==> src/rtl/vpc_pkg.sv <==
// Shared types and field positions for the vectored interrupt priority core.
// Assumes 8-bit vectors; the spurious-register layout is fixed here.
package vpc_pkg;
    localparam int SVR_W       = 16;
    localparam int SVR_EN_BIT  = 8;
    localparam int SVR_DIR_BIT = 12;

    typedef enum logic [1:0] {
        ACK_VECTOR   = 2'd0,
        ACK_SPURIOUS = 2'd1,
        ACK_NONE     = 2'd2
    } ack_kind_e;
endpackage

==> src/rtl/vpc_msb_find.sv <==
// Finds the highest set bit of a wide vector.
// Works word by word: each word finds its own top bit, then the highest
// non-empty word is chosen. Assumes N_BITS is a multiple of WORD_W and
// has at least two words.
module vpc_msb_find #(
    parameter int N_BITS = 256,
    parameter int WORD_W = 32
) (
    input  logic [N_BITS-1:0]         bits,
    output logic                      found,
    output logic [$clog2(N_BITS)-1:0] idx
);
    localparam int NWORD   = N_BITS / WORD_W;
    localparam int WPOS_W  = $clog2(WORD_W);
    localparam int WSEL_W  = $clog2(NWORD);

    logic [NWORD-1:0]        word_hit;
    logic [NWORD*WPOS_W-1:0] word_pos;

    for (genvar w = 0; w < NWORD; w++) begin : g_word
        logic [WPOS_W-1:0] pos;

        // Top set bit inside this word (lowest wins first, higher overwrite).
        always_comb begin
            pos = '0;
            for (int b = 0; b < WORD_W; b++) begin
                if (bits[w*WORD_W + b]) pos = WPOS_W'(b);
            end
        end

        assign word_hit[w] = |bits[w*WORD_W +: WORD_W];
        assign word_pos[w*WPOS_W +: WPOS_W] = pos;
    end

    // Pick the highest word that holds any set bit.
    always_comb begin
        logic [WSEL_W-1:0] wsel;
        logic [WPOS_W-1:0] psel;
        wsel  = '0;
        psel  = '0;
        found = 1'b0;
        for (int w = 0; w < NWORD; w++) begin
            if (word_hit[w]) begin
                wsel  = WSEL_W'(w);
                psel  = word_pos[w*WPOS_W +: WPOS_W];
                found = 1'b1;
            end
        end
        idx = {wsel, psel};
    end
endmodule

==> src/rtl/vpc_vec_store.sv <==
// Request, in-service and trigger-mode bit vectors.
// A request set wins over a same-cycle acknowledge clear of the same bit.
// An acknowledge set wins over a same-cycle EOI clear. EOI never touches
// the trigger-mode bits.
module vpc_vec_store #(
    parameter int VEC_W = 8,
    parameter int NVEC  = 1 << VEC_W
) (
    input  logic             clk,
    input  logic             rst_n,
    input  logic             set_en,
    input  logic [VEC_W-1:0] set_vec,
    input  logic             set_level,
    input  logic             ack_take,
    input  logic [VEC_W-1:0] ack_vec,
    input  logic             eoi_take,
    input  logic [VEC_W-1:0] eoi_vec,
    output logic [NVEC-1:0]  irr,
    output logic [NVEC-1:0]  isr,
    output logic [NVEC-1:0]  tmr
);
    localparam logic [NVEC-1:0] ONE = {{(NVEC-1){1'b0}}, 1'b1};

    logic [NVEC-1:0] set_mask;
    logic [NVEC-1:0] ack_mask;
    logic [NVEC-1:0] eoi_mask;

    // One-hot masks for the three bit updates.
    always_comb begin
        set_mask = set_en   ? (ONE << set_vec) : '0;
        ack_mask = ack_take ? (ONE << ack_vec) : '0;
        eoi_mask = eoi_take ? (ONE << eoi_vec) : '0;
    end

    // Pending requests: acknowledge clears, new request sets.
    always_ff @(posedge clk) begin
        if (!rst_n) irr <= '0;
        else        irr <= (irr & ~ack_mask) | set_mask;
    end

    // In-service vectors: EOI clears, acknowledge sets.
    always_ff @(posedge clk) begin
        if (!rst_n) isr <= '0;
        else        isr <= (isr & ~eoi_mask) | ack_mask;
    end

    // Trigger mode follows the flag of the latest request.
    always_ff @(posedge clk) begin
        if (!rst_n)         tmr <= '0;
        else if (set_level) tmr <= tmr | set_mask;
        else                tmr <= tmr & ~set_mask;
    end
endmodule

==> src/rtl/vpc_prio_gate.sv <==
// Processor priority and the deliver/block decision for the top pending
// vector. Classes are the upper half of the vector number. Purely
// combinational; the caller registers its outputs.
module vpc_prio_gate #(
    parameter int VEC_W = 8
) (
    input  logic [VEC_W-1:0] tpr,
    input  logic             isr_found,
    input  logic [VEC_W-1:0] isr_top,
    input  logic             irr_found,
    input  logic [VEC_W-1:0] irr_top,
    input  logic             sw_en,
    output logic [VEC_W-1:0] ppr,
    output logic             pend_ok,
    output logic             pend_blocked
);
    localparam int CW = VEC_W / 2;

    logic [CW-1:0] tpr_cls;
    logic [CW-1:0] isr_cls;
    logic [CW-1:0] irr_cls;
    logic          blocked;

    // Processor priority from task priority and top in-service class.
    always_comb begin
        tpr_cls = tpr[VEC_W-1 -: CW];
        isr_cls = isr_found ? isr_top[VEC_W-1 -: CW] : '0;
        ppr     = (tpr_cls >= isr_cls) ? tpr : {isr_cls, {(VEC_W-CW){1'b0}}};
    end

    // Class comparison of the top pending vector against the priority.
    always_comb begin
        irr_cls      = irr_top[VEC_W-1 -: CW];
        blocked      = irr_found && (ppr != '0) && (irr_cls <= ppr[VEC_W-1 -: CW]);
        pend_ok      = sw_en && irr_found && !blocked;
        pend_blocked = sw_en && blocked;
    end
endmodule

==> src/rtl/vec_prio_core.sv <==
// Vectored interrupt priority core, top level.
// Holds task-priority and spurious registers, drives the registered
// interrupt line, answers acknowledges and retires vectors on EOI.
// Assumes one processor and single-cycle strobes on all inputs.
module vec_prio_core #(
    parameter int VEC_W  = 8,
    parameter int WORD_W = 32
) (
    input  logic                     clk,
    input  logic                     rst_n,
    input  logic                     req_valid,
    input  logic [VEC_W-1:0]         req_vec,
    input  logic                     req_level,
    input  logic                     ack_req,
    input  logic                     eoi_req,
    input  logic                     tpr_we,
    input  logic [VEC_W-1:0]         tpr_wdata,
    input  logic                     svr_we,
    input  logic [vpc_pkg::SVR_W-1:0] svr_wdata,
    output logic                     irq_out,
    output logic                     ack_valid,
    output logic [1:0]               ack_kind,
    output logic [VEC_W-1:0]         ack_vec,
    output logic                     eoi_bcast,
    output logic [VEC_W-1:0]         eoi_vec
);
    import vpc_pkg::*;

    localparam int NVEC = 1 << VEC_W;

    logic [VEC_W-1:0] tpr_q;
    logic [VEC_W-1:0] svr_vec_q;
    logic             sw_en_q;
    logic             dir_eoi_q;

    logic [NVEC-1:0]  irr;
    logic [NVEC-1:0]  isr;
    logic [NVEC-1:0]  tmr;
    logic             irr_found;
    logic [VEC_W-1:0] irr_top;
    logic             isr_found;
    logic [VEC_W-1:0] isr_top;
    logic [VEC_W-1:0] ppr;
    logic             pend_ok;
    logic             pend_blocked;

    logic             ack_take;
    logic             eoi_take;
    logic             bcast_now;

    logic             irq_q;
    logic             ack_valid_q;
    ack_kind_e        ack_kind_q;
    logic [VEC_W-1:0] ack_vec_q;
    logic             eoi_bcast_q;
    logic [VEC_W-1:0] eoi_vec_q;

    vpc_vec_store #(.VEC_W(VEC_W), .NVEC(NVEC)) u_store (
        .clk       (clk),
        .rst_n     (rst_n),
        .set_en    (req_valid),
        .set_vec   (req_vec),
        .set_level (req_level),
        .ack_take  (ack_take),
        .ack_vec   (irr_top),
        .eoi_take  (eoi_take),
        .eoi_vec   (isr_top),
        .irr       (irr),
        .isr       (isr),
        .tmr       (tmr)
    );

    vpc_msb_find #(.N_BITS(NVEC), .WORD_W(WORD_W)) u_irr_find (
        .bits  (irr),
        .found (irr_found),
        .idx   (irr_top)
    );

    vpc_msb_find #(.N_BITS(NVEC), .WORD_W(WORD_W)) u_isr_find (
        .bits  (isr),
        .found (isr_found),
        .idx   (isr_top)
    );

    vpc_prio_gate #(.VEC_W(VEC_W)) u_gate (
        .tpr          (tpr_q),
        .isr_found    (isr_found),
        .isr_top      (isr_top),
        .irr_found    (irr_found),
        .irr_top      (irr_top),
        .sw_en        (sw_en_q),
        .ppr          (ppr),
        .pend_ok      (pend_ok),
        .pend_blocked (pend_blocked)
    );

    // Strobe qualification for state moves and the broadcast.
    always_comb begin
        ack_take  = ack_req && pend_ok;
        eoi_take  = eoi_req && isr_found;
        bcast_now = eoi_take && tmr[isr_top] && !dir_eoi_q;
    end

    // Task-priority register.
    always_ff @(posedge clk) begin
        if (!rst_n)      tpr_q <= '0;
        else if (tpr_we) tpr_q <= tpr_wdata;
    end

    // Spurious register: vector, enable and broadcast suppression fields.
    always_ff @(posedge clk) begin
        if (!rst_n) begin
            svr_vec_q <= '1;
            sw_en_q   <= 1'b0;
            dir_eoi_q <= 1'b0;
        end else if (svr_we) begin
            svr_vec_q <= svr_wdata[VEC_W-1:0];
            sw_en_q   <= svr_wdata[SVR_EN_BIT];
            dir_eoi_q <= svr_wdata[SVR_DIR_BIT];
        end
    end

    // Registered interrupt line from the current deliverability.
    always_ff @(posedge clk) begin
        if (!rst_n) irq_q <= 1'b0;
        else        irq_q <= pend_ok;
    end

    // Acknowledge answer: vector, spurious or none.
    always_ff @(posedge clk) begin
        if (!rst_n) begin
            ack_valid_q <= 1'b0;
            ack_kind_q  <= ACK_NONE;
            ack_vec_q   <= '0;
        end else begin
            ack_valid_q <= ack_req;
            if (ack_req) begin
                if (pend_ok) begin
                    ack_kind_q <= ACK_VECTOR;
                    ack_vec_q  <= irr_top;
                end else if (pend_blocked) begin
                    ack_kind_q <= ACK_SPURIOUS;
                    ack_vec_q  <= svr_vec_q;
                end else begin
                    ack_kind_q <= ACK_NONE;
                    ack_vec_q  <= '0;
                end
            end
        end
    end

    // EOI broadcast strobe and the retired vector it carries.
    always_ff @(posedge clk) begin
        if (!rst_n) begin
            eoi_bcast_q <= 1'b0;
            eoi_vec_q   <= '0;
        end else begin
            eoi_bcast_q <= bcast_now;
            if (eoi_take) eoi_vec_q <= isr_top;
        end
    end

    assign irq_out   = irq_q;
    assign ack_valid = ack_valid_q;
    assign ack_kind  = ack_kind_q;
    assign ack_vec   = ack_vec_q;
    assign eoi_bcast = eoi_bcast_q;
    assign eoi_vec   = eoi_vec_q;
endmodule

==> config.mk <==
export PLATFORM = sky130hd
export DESIGN_NAME = vec_prio_core
export DESIGN_NICKNAME = d
export VERILOG_FILES = /design/src/rtl/vpc_pkg.sv /design/src/rtl/vpc_msb_find.sv /design/src/rtl/vpc_vec_store.sv /design/src/rtl/vpc_prio_gate.sv /design/src/rtl/vec_prio_core.sv
export SDC_FILE = /design/constraint.sdc
export NUM_CORES = 2
export LEC_CHECK = 0
export BUFFER_PORTS_ARGS = -buffer_cell sky130_fd_sc_hd__buf_2
export CAP_MARGIN = 20
export CORE_MARGIN = 1.5
export CORE_UTILIZATION = 35
export DETAILED_ROUTE_END_ITERATION = 7
export HOLD_SLACK_MARGIN = 0.03
export RECOVER_POWER = 25
export SYNTH_ARGS = -nofsm -noshare
export SYNTH_HDL_FRONTEND = slang
export SYNTH_SLANG_ARGS = --single-unit
==> constraint.sdc <==
create_clock -name clk -period 9.47 [get_ports clk]
set_input_delay 0.947 -clock clk [delete_from_list [all_inputs] [get_ports clk]]
set_output_delay 0.947 -clock clk [all_outputs]
set_load 0.05 [all_outputs]
# [Word level (Yosys, flattened, before mapping)]
# Cells that the tools add are included.
# W data, S select, Z words.
[totals] register_bits=807 out_inout_bits=21
[classes] shift=3 bitwise_logic=9 n_reduce_logical=28 order_cmp=3 muxes=554
[ops] op="$mux W5" count=272
[ops] op="$mux W256" count=4
[ops] op="$and A256 B256 Y256" count=3
[ops] op="$not A256 Y256" count=3
[ops] op="$or A256 B256 Y256" count=3
[ops] op="$shl A1 B8 Y256 const A" count=3
[ops] op="$mux W4" count=129
[ops] op="$reduce_or A32 Y1" count=16
[ops] op="$mux W3" count=72
[ops] op="$mux W2" count=38
[ops] op="$mux W1" count=35
[ops] op="$mux W8" count=3
[ops] op="$logic_and A1 B1 Y1" count=9
[ops] op="$lt A8 B9 Y1 const B" count=1
[ops] op="$bmux W1 S8" count=1
[ops] op="$reduce_bool A8 Y1" count=1
[ops] op="$ge A4 B4 Y1" count=1
[ops] op="$le A4 B4 Y1" count=1
[ops] op="$logic_not A1 Y1" count=2

# [Logic depth before layout (Yosys ltp)]
[depth] ltp_word=52 depth_mapped=28

# [Cells and area by module]
# A second synthesis with hierarchy kept.
[unflattened] hier_cells=4811 hier_area_um2=42072.9
[by_module_without_submodules] module="vpc_vec_store" instances=1 seq_area_each_um2=15374.7 area_per_inst_um2=31575.3 cells_per_inst=3265
[by_module_without_submodules] module="vpc_msb_find" instances=2 seq_area_each_um2=0.0 area_per_inst_um2=3062.9 cells_per_inst=560
[by_module_without_submodules] module="vec_prio_core" instances=1 seq_area_each_um2=780.7 area_per_inst_um2=3923.8 cells_per_inst=374
[by_module_without_submodules] module="vpc_prio_gate" instances=1 seq_area_each_um2=0.0 area_per_inst_um2=447.9 cells_per_inst=52

# [Worst setup path after synthesis]
# No wires, ideal clock.
[synth_timing] path_type="register -> register" startpoint="register u_store.isr[51]" endpoint="register u_store.irr[235]" t_arrival_ps=5411 required_ps=9355 stages_incl_launch_ff=27 synth_period_minus_slack_ps=5526 slack_ps=3944 cell_sequence="dfxtp_1 -> or4_4 -> nand2b_4 -> o31ai_1 -> a21oi_1 -> or4_1 -> a31oi_2 -> clkinv_1 -> ha_1 -> nand2b_1 -> a21o_1 -> a21o_1 -> a21oi_1 -> o21ai_0 -> ha_1 -> nor2b_1 -> o21ai_0 -> nand2b_1 -> a21oi_1 -> a41o_1 -> nand2_2 -> nand4_1 -> buf_2 -> buf_6 -> nor2_4 -> a31oi_1 -> o21a_1"
[synth_between] elab_chain_cells=33 word_cells_on_any_way=49
[synth_rtl] item="start: declaration" line_no="vpc_vec_store.sv:19" rtl="output logic [NVEC-1:0] isr,"
[synth_rtl] item="start signal: assignment" line_no="vpc_vec_store.sv:44" rtl="else isr <= (isr & ~eoi_mask) | ack_mask;"
[synth_rtl] item="$mux W5 (13 in a row)" line_no="vpc_msb_find.sv:27" rtl="if (bits[w*WORD_W + b]) pos = WPOS_W'(b);"
[synth_rtl] item="$mux W5 (7 in a row)" line_no="vpc_msb_find.sv:43" rtl="if (word_hit[w]) begin"
[synth_rtl] item="$mux W4 (*)" line_no="vpc_prio_gate.sv:27" rtl="isr_cls = isr_found ? isr_top[VEC_W-1 -: CW] : '0;"
[synth_rtl] item="$ge A4 B4 Y1" line_no="vpc_prio_gate.sv:28" rtl="ppr = (tpr_cls >= isr_cls) ? tpr : {isr_cls, {(VEC_W-CW){1'b0}}};"
[synth_rtl] item="$mux W8 (*)" line_no="vpc_prio_gate.sv:28"
[synth_rtl] item="branches (longest 2 deep; another with $le A4 B4 Y1)"
[synth_rtl] item="$logic_and A1 B1 Y1 (*)" line_no="vpc_prio_gate.sv:34" rtl="blocked = irr_found && (ppr != '0) && (irr_cls <= ppr[VEC_W-1 -: CW]);"
[synth_rtl] item="$logic_not A1 Y1 (*)" line_no="vpc_prio_gate.sv:35" rtl="pend_ok = sw_en && irr_found && !blocked;"
[synth_rtl] item="$logic_and A1 B1 Y1 (*)" line_no="vpc_prio_gate.sv:35"
[synth_rtl] item="$logic_and A1 B1 Y1 (*)" line_no="vec_prio_core.sv:99" rtl="ack_take = ack_req && pend_ok;"
[synth_rtl] item="$mux W256 (*)" line_no="vpc_vec_store.sv:31" rtl="ack_mask = ack_take ? (ONE << ack_vec) : '0;"
[synth_rtl] item="$not A256 Y256 (*)" line_no="vpc_vec_store.sv:38" rtl="else irr <= (irr & ~ack_mask) | set_mask;"
[synth_rtl] item="$and A256 B256 Y256 (*)" line_no="vpc_vec_store.sv:38"
[synth_rtl] item="$or A256 B256 Y256 (*)" line_no="vpc_vec_store.sv:38"
[synth_rtl] item="end signal: assignment" line_no="vpc_vec_store.sv:38"
[synth_rtl] item="end: declaration" line_no="vpc_vec_store.sv:18" rtl="output logic [NVEC-1:0] irr,"
# Every way passes the cells marked *.
# A chain may end at the register's enable or synchronous reset.

==> flow_metrics.py <==
metrics = {
    "outcome": {
        "run_status": "finished with violations",
        "violations": "capacitance limit, slew limit",
    },
    "finish": {
        "final_cell_mix": "sky130_fd_sc_hd__dfxtp_1 (807), sky130_fd_sc_hd__nor2_1 (572), sky130_fd_sc_hd__a21oi_1 (445), sky130_fd_sc_hd__nand2_1 (416), sky130_fd_sc_hd__mux2i_1 (367)",
        "layout-drive-gt1-share_pct": 8.69,
        "final_common_cell": "sky130_fd_sc_hd__dfxtp_1",
        "layout.filler_cells": 11304,
        "post_layout_nonfiller_instances": 6182,
        "finish.net_count": 4678,
        "area_delta_synth_final_pct": 11.1,
        "layout.area.seq_um2": 16200,
        "multi_input_combinational_cell_area_um2": 21500,
    },
    "clock_tree": {
        "clock_tree.htree_level_count": 3,
        "cts_setup_buffers": 0,
        "clockBufferDepth": 3,
        "insertion_delay_ns": 0.67,
        "tritoncts_num_sinks": 807,
        "post_cts.resized_instances": 0,
        "tritoncts": "built",
        "number_of_buffers_created_by_cts": 85,
        "cts.root.buffer_cell": "sky130_fd_sc_hd__clkbuf_16",
        "cts.reportedPaths.clkPinSlew_ns": 0.06,
        "cts.hold.buffers_added": 0,
    },
    "floorplanning": {
        "floorplan.io_pins": 61,
        "die-height_um": 338,
        "die_w_um": 338,
        "core.rowCount": 122,
        "die_area_um2": 114000,
        "design.core.area_um2": 111000,
        "initial_utilization_pct": 35.4,
    },
    "critical_path": {
        "worstSetupPathType": "in -> reg",
        "crit_arrival_ns": 8.78,
        "worst-endpoint-required_ns": 10.04,
        "setup.worst_path.end_class": "flip-flop",
        "critPathMaxFanout": 133,
        "startpoint_type": "input pin",
    },
    "global_route": {
        "grt_pass1_wl_um": 218000,
        "antenna_found_initial": 8,
        "grtUsageTotal_pct": 24.3,
        "grt.overflow.total": 0,
        "grt_start_max_net_pins": 217,
        "first_global_vias": 34815,
    },
    "timing": {
        "max_slew.worst_pin.slew_ns": 5.26,
        "finClkSkew_ns": 0.0298,
        "rsz0062_at_grt": "false",
        "slew-limit-headroom_pct": -253,
        "layout_worst_path_cycle_share_pct": 86.7,
        "drv_slew": 342,
        "timing.final.hold_violations": 0,
        "tns_ns": 0,
        "finish_stage_setup_viols": 0,
        "fin_crit_ns": 8.21,
        "max_clock_freq_mhz": 122,
    },
    "synth": {
        "synth_cells": 4732,
        "share_of_synthesized_area_occupied_by_flip_flops_and_latches_pct": 41.1,
        "ys_types": 98,
        "ys.flop_type": "sky130_fd_sc_hd__dfxtp_1",
        "synth_enable_flop_cells": 0,
        "synth_fp_nets": 4780,
        "async_reset_ff_share_pct": 0,
        "yosys_register_bits": 807,
        "mappedNetlistArea_um2": 39300,
        "synth.yosys.warnings": 0,
        "syn_area_per_cell_um2": 8.31,
    },
    "placed_design": {
        "port-buffer-count": 54,
        "dp_hpwl_um": 93300,
        "cell_count_post_placement": 6020,
        "gpl.final_weighted_congestion": 0.975,
    },
    "power": {
        "design_power_total_w": 0.00774,
        "clock_power_share_pct": 44.4,
        "power.density_cell_area_nw_per_um2": 177,
        "intPower_w": 0.00553,
        "ir_drop_worst_case_vdd_mv": 0.119,
        "static-leakage-power_nw": 15.8,
        "power_switching_w": 0.00221,
        "power_frac_comb_pct": 11.5,
        "seqPwrFrac_pct": 44.1,
        "power.switching_fraction_pct": 28.6,
    },
    "routing": {
        "number_of_remaining_drc_errors": 0,
        "detail_route.wl_per_cell_um": 23.6,
        "detailedRoute.firstPassIterationCount": 6,
        "drt_iter0_drc": 3946,
        "detail_route.vias_per_cell": 6.16,
        "via_count": 38087,
        "postRouteAntennaNets": 0,
        "wl_um": 146000,
    },
    "min_path": {
        "hold_class": "reg -> reg",
    },
    "flow_run": {
        "drv.max_cap_violation_count": 4,
    },
}
routing by layer:
layer  wire, um  up-vias  track usage, %
met2      64700     1885            37.9
met3      13600      368            4.34
met4       5970       12            9.86
met5         78        -               0
li1           -    17481               -
met1      61400    18341            33.0
final timing paths:
kind | startpoint | to | slack (ns) | depth (start not counted)
hold reg to reg | svr_vec_q[1] | svr_vec_q[1] | 0.47 | 2
setup reg to reg | u_store.isr[19] | u_store.irr[100] | 2.10 | 25
hold / removal | svr_vec_q[1] | svr_vec_q[1] | 0.47 | 2
setup / recovery | rst_n | u_store.isr[68] | 1.26 | 5
synth_stat cells, drive strengths merged (5+ instances only):
cell type  number  area, um2
a2111oi        11        104
a211oi         44        340
a21boi          5       37.5
a21oi         447       2240
a221oi         10       87.6
a22oi          17        128
a311oi        248       2170
a31oi          31        206
and2           12       75.1
and3            8       50.1
buf            65        419
clkbuf        274       1030
dfxtp         807      16200
ha              8        100
inv           105        394
mux2           31        357
mux2i         367       3670
mux4           13        297
nand2         427       1630
nand2b         35        226
nand3         105        531
nand3b          6       45.0
nand4          33        213
nor2          611       2420
nor2b          32        208
nor3           67        350
nor3b           6       45.0
nor4          134        870
o2111ai        10        105
o211ai         60        460
o21a            6       45.0
o21ai         329       1650
o21bai         35        263
o22ai         159       1000
o311ai          9       78.8
o31a            7       61.3
o31ai          45        338
o41ai           9       78.8
or2             9       56.3
or3            11       68.8
or4            36        285
power by group through the flow:
| stage | Combinational (W) | Clock (W) | Sequential, W |
|---|---|---|---|
| global placement | 0.000849 | 0 | 0.00349 |
| detailed placement | 0.000853 | 0 | 0.00349 |
| global route | 0.000901 | 0.00361 | 0.00342 |
| finish | 0.000890 | 0.00343 | 0.00342 |
| floorplan | 0.000472 | 0 | 0.00350 |
| CTS | 0.000854 | 0.00346 | 0.00342 |
logic make-up (layout without fill, tap and decap cells):
| family | Yosys count | after routing | synth area share (%) |
|---|---|---|---|
| other | 0 | 1 | 0 |
| AND/OR/NAND/NOR | 1538 | 1538 | 18.1 |
| AO/OA/AOI/OAI | 1521 | 1521 | 24.8 |
| multiplexers | 411 | 411 | 11.0 |
| flip-flops | 807 | 807 | 41.1 |
| buffers and inverters | 447 | 408 | 4.71 |
| adder cells (fa/ha/maj) | 8 | 8 | 0.255 |
area by class of cell:
| cell class | count | area share, % |
|---|---|---|
| repair buffers | 150 | 2.32 |
| inverters | 108 | 0.931 |
| well taps | 1488 | 4.26 |
| clock buffers | 116 | 5.50 |
| diodes | 1 | 0.00573 |
| clock inverters | 34 | 0.873 |
| flip-flops and latches | 807 | 37.0 |
| multi-input cells | 3478 | 49.1 |
worst max-delay path, stage by stage:
cell and delay (ns):
sky130_fd_sc_hd__buf_4 0.41, sky130_fd_sc_hd__clkinvlp_2 4.02, sky130_fd_sc_hd__nor2_1 2.64, sky130_fd_sc_hd__nand3_1 0.43, sky130_fd_sc_hd__o21ai_1 0.23
stage by stage:
step	utilization [%]	area [um2]	hold WS [ns]	setup slack, ns
after floorplan	-	39300	0.436	3.94
after global routing	39.4	43700	0.501	0.954
after global placement	36.8	40800	0.452	2.48
after detailed placement	36.8	40900	0.452	2.41
after CTS	39.3	43600	0.470	2.35
final	39.4	43700	0.472	1.26
(Power assumes the default switching activity.)
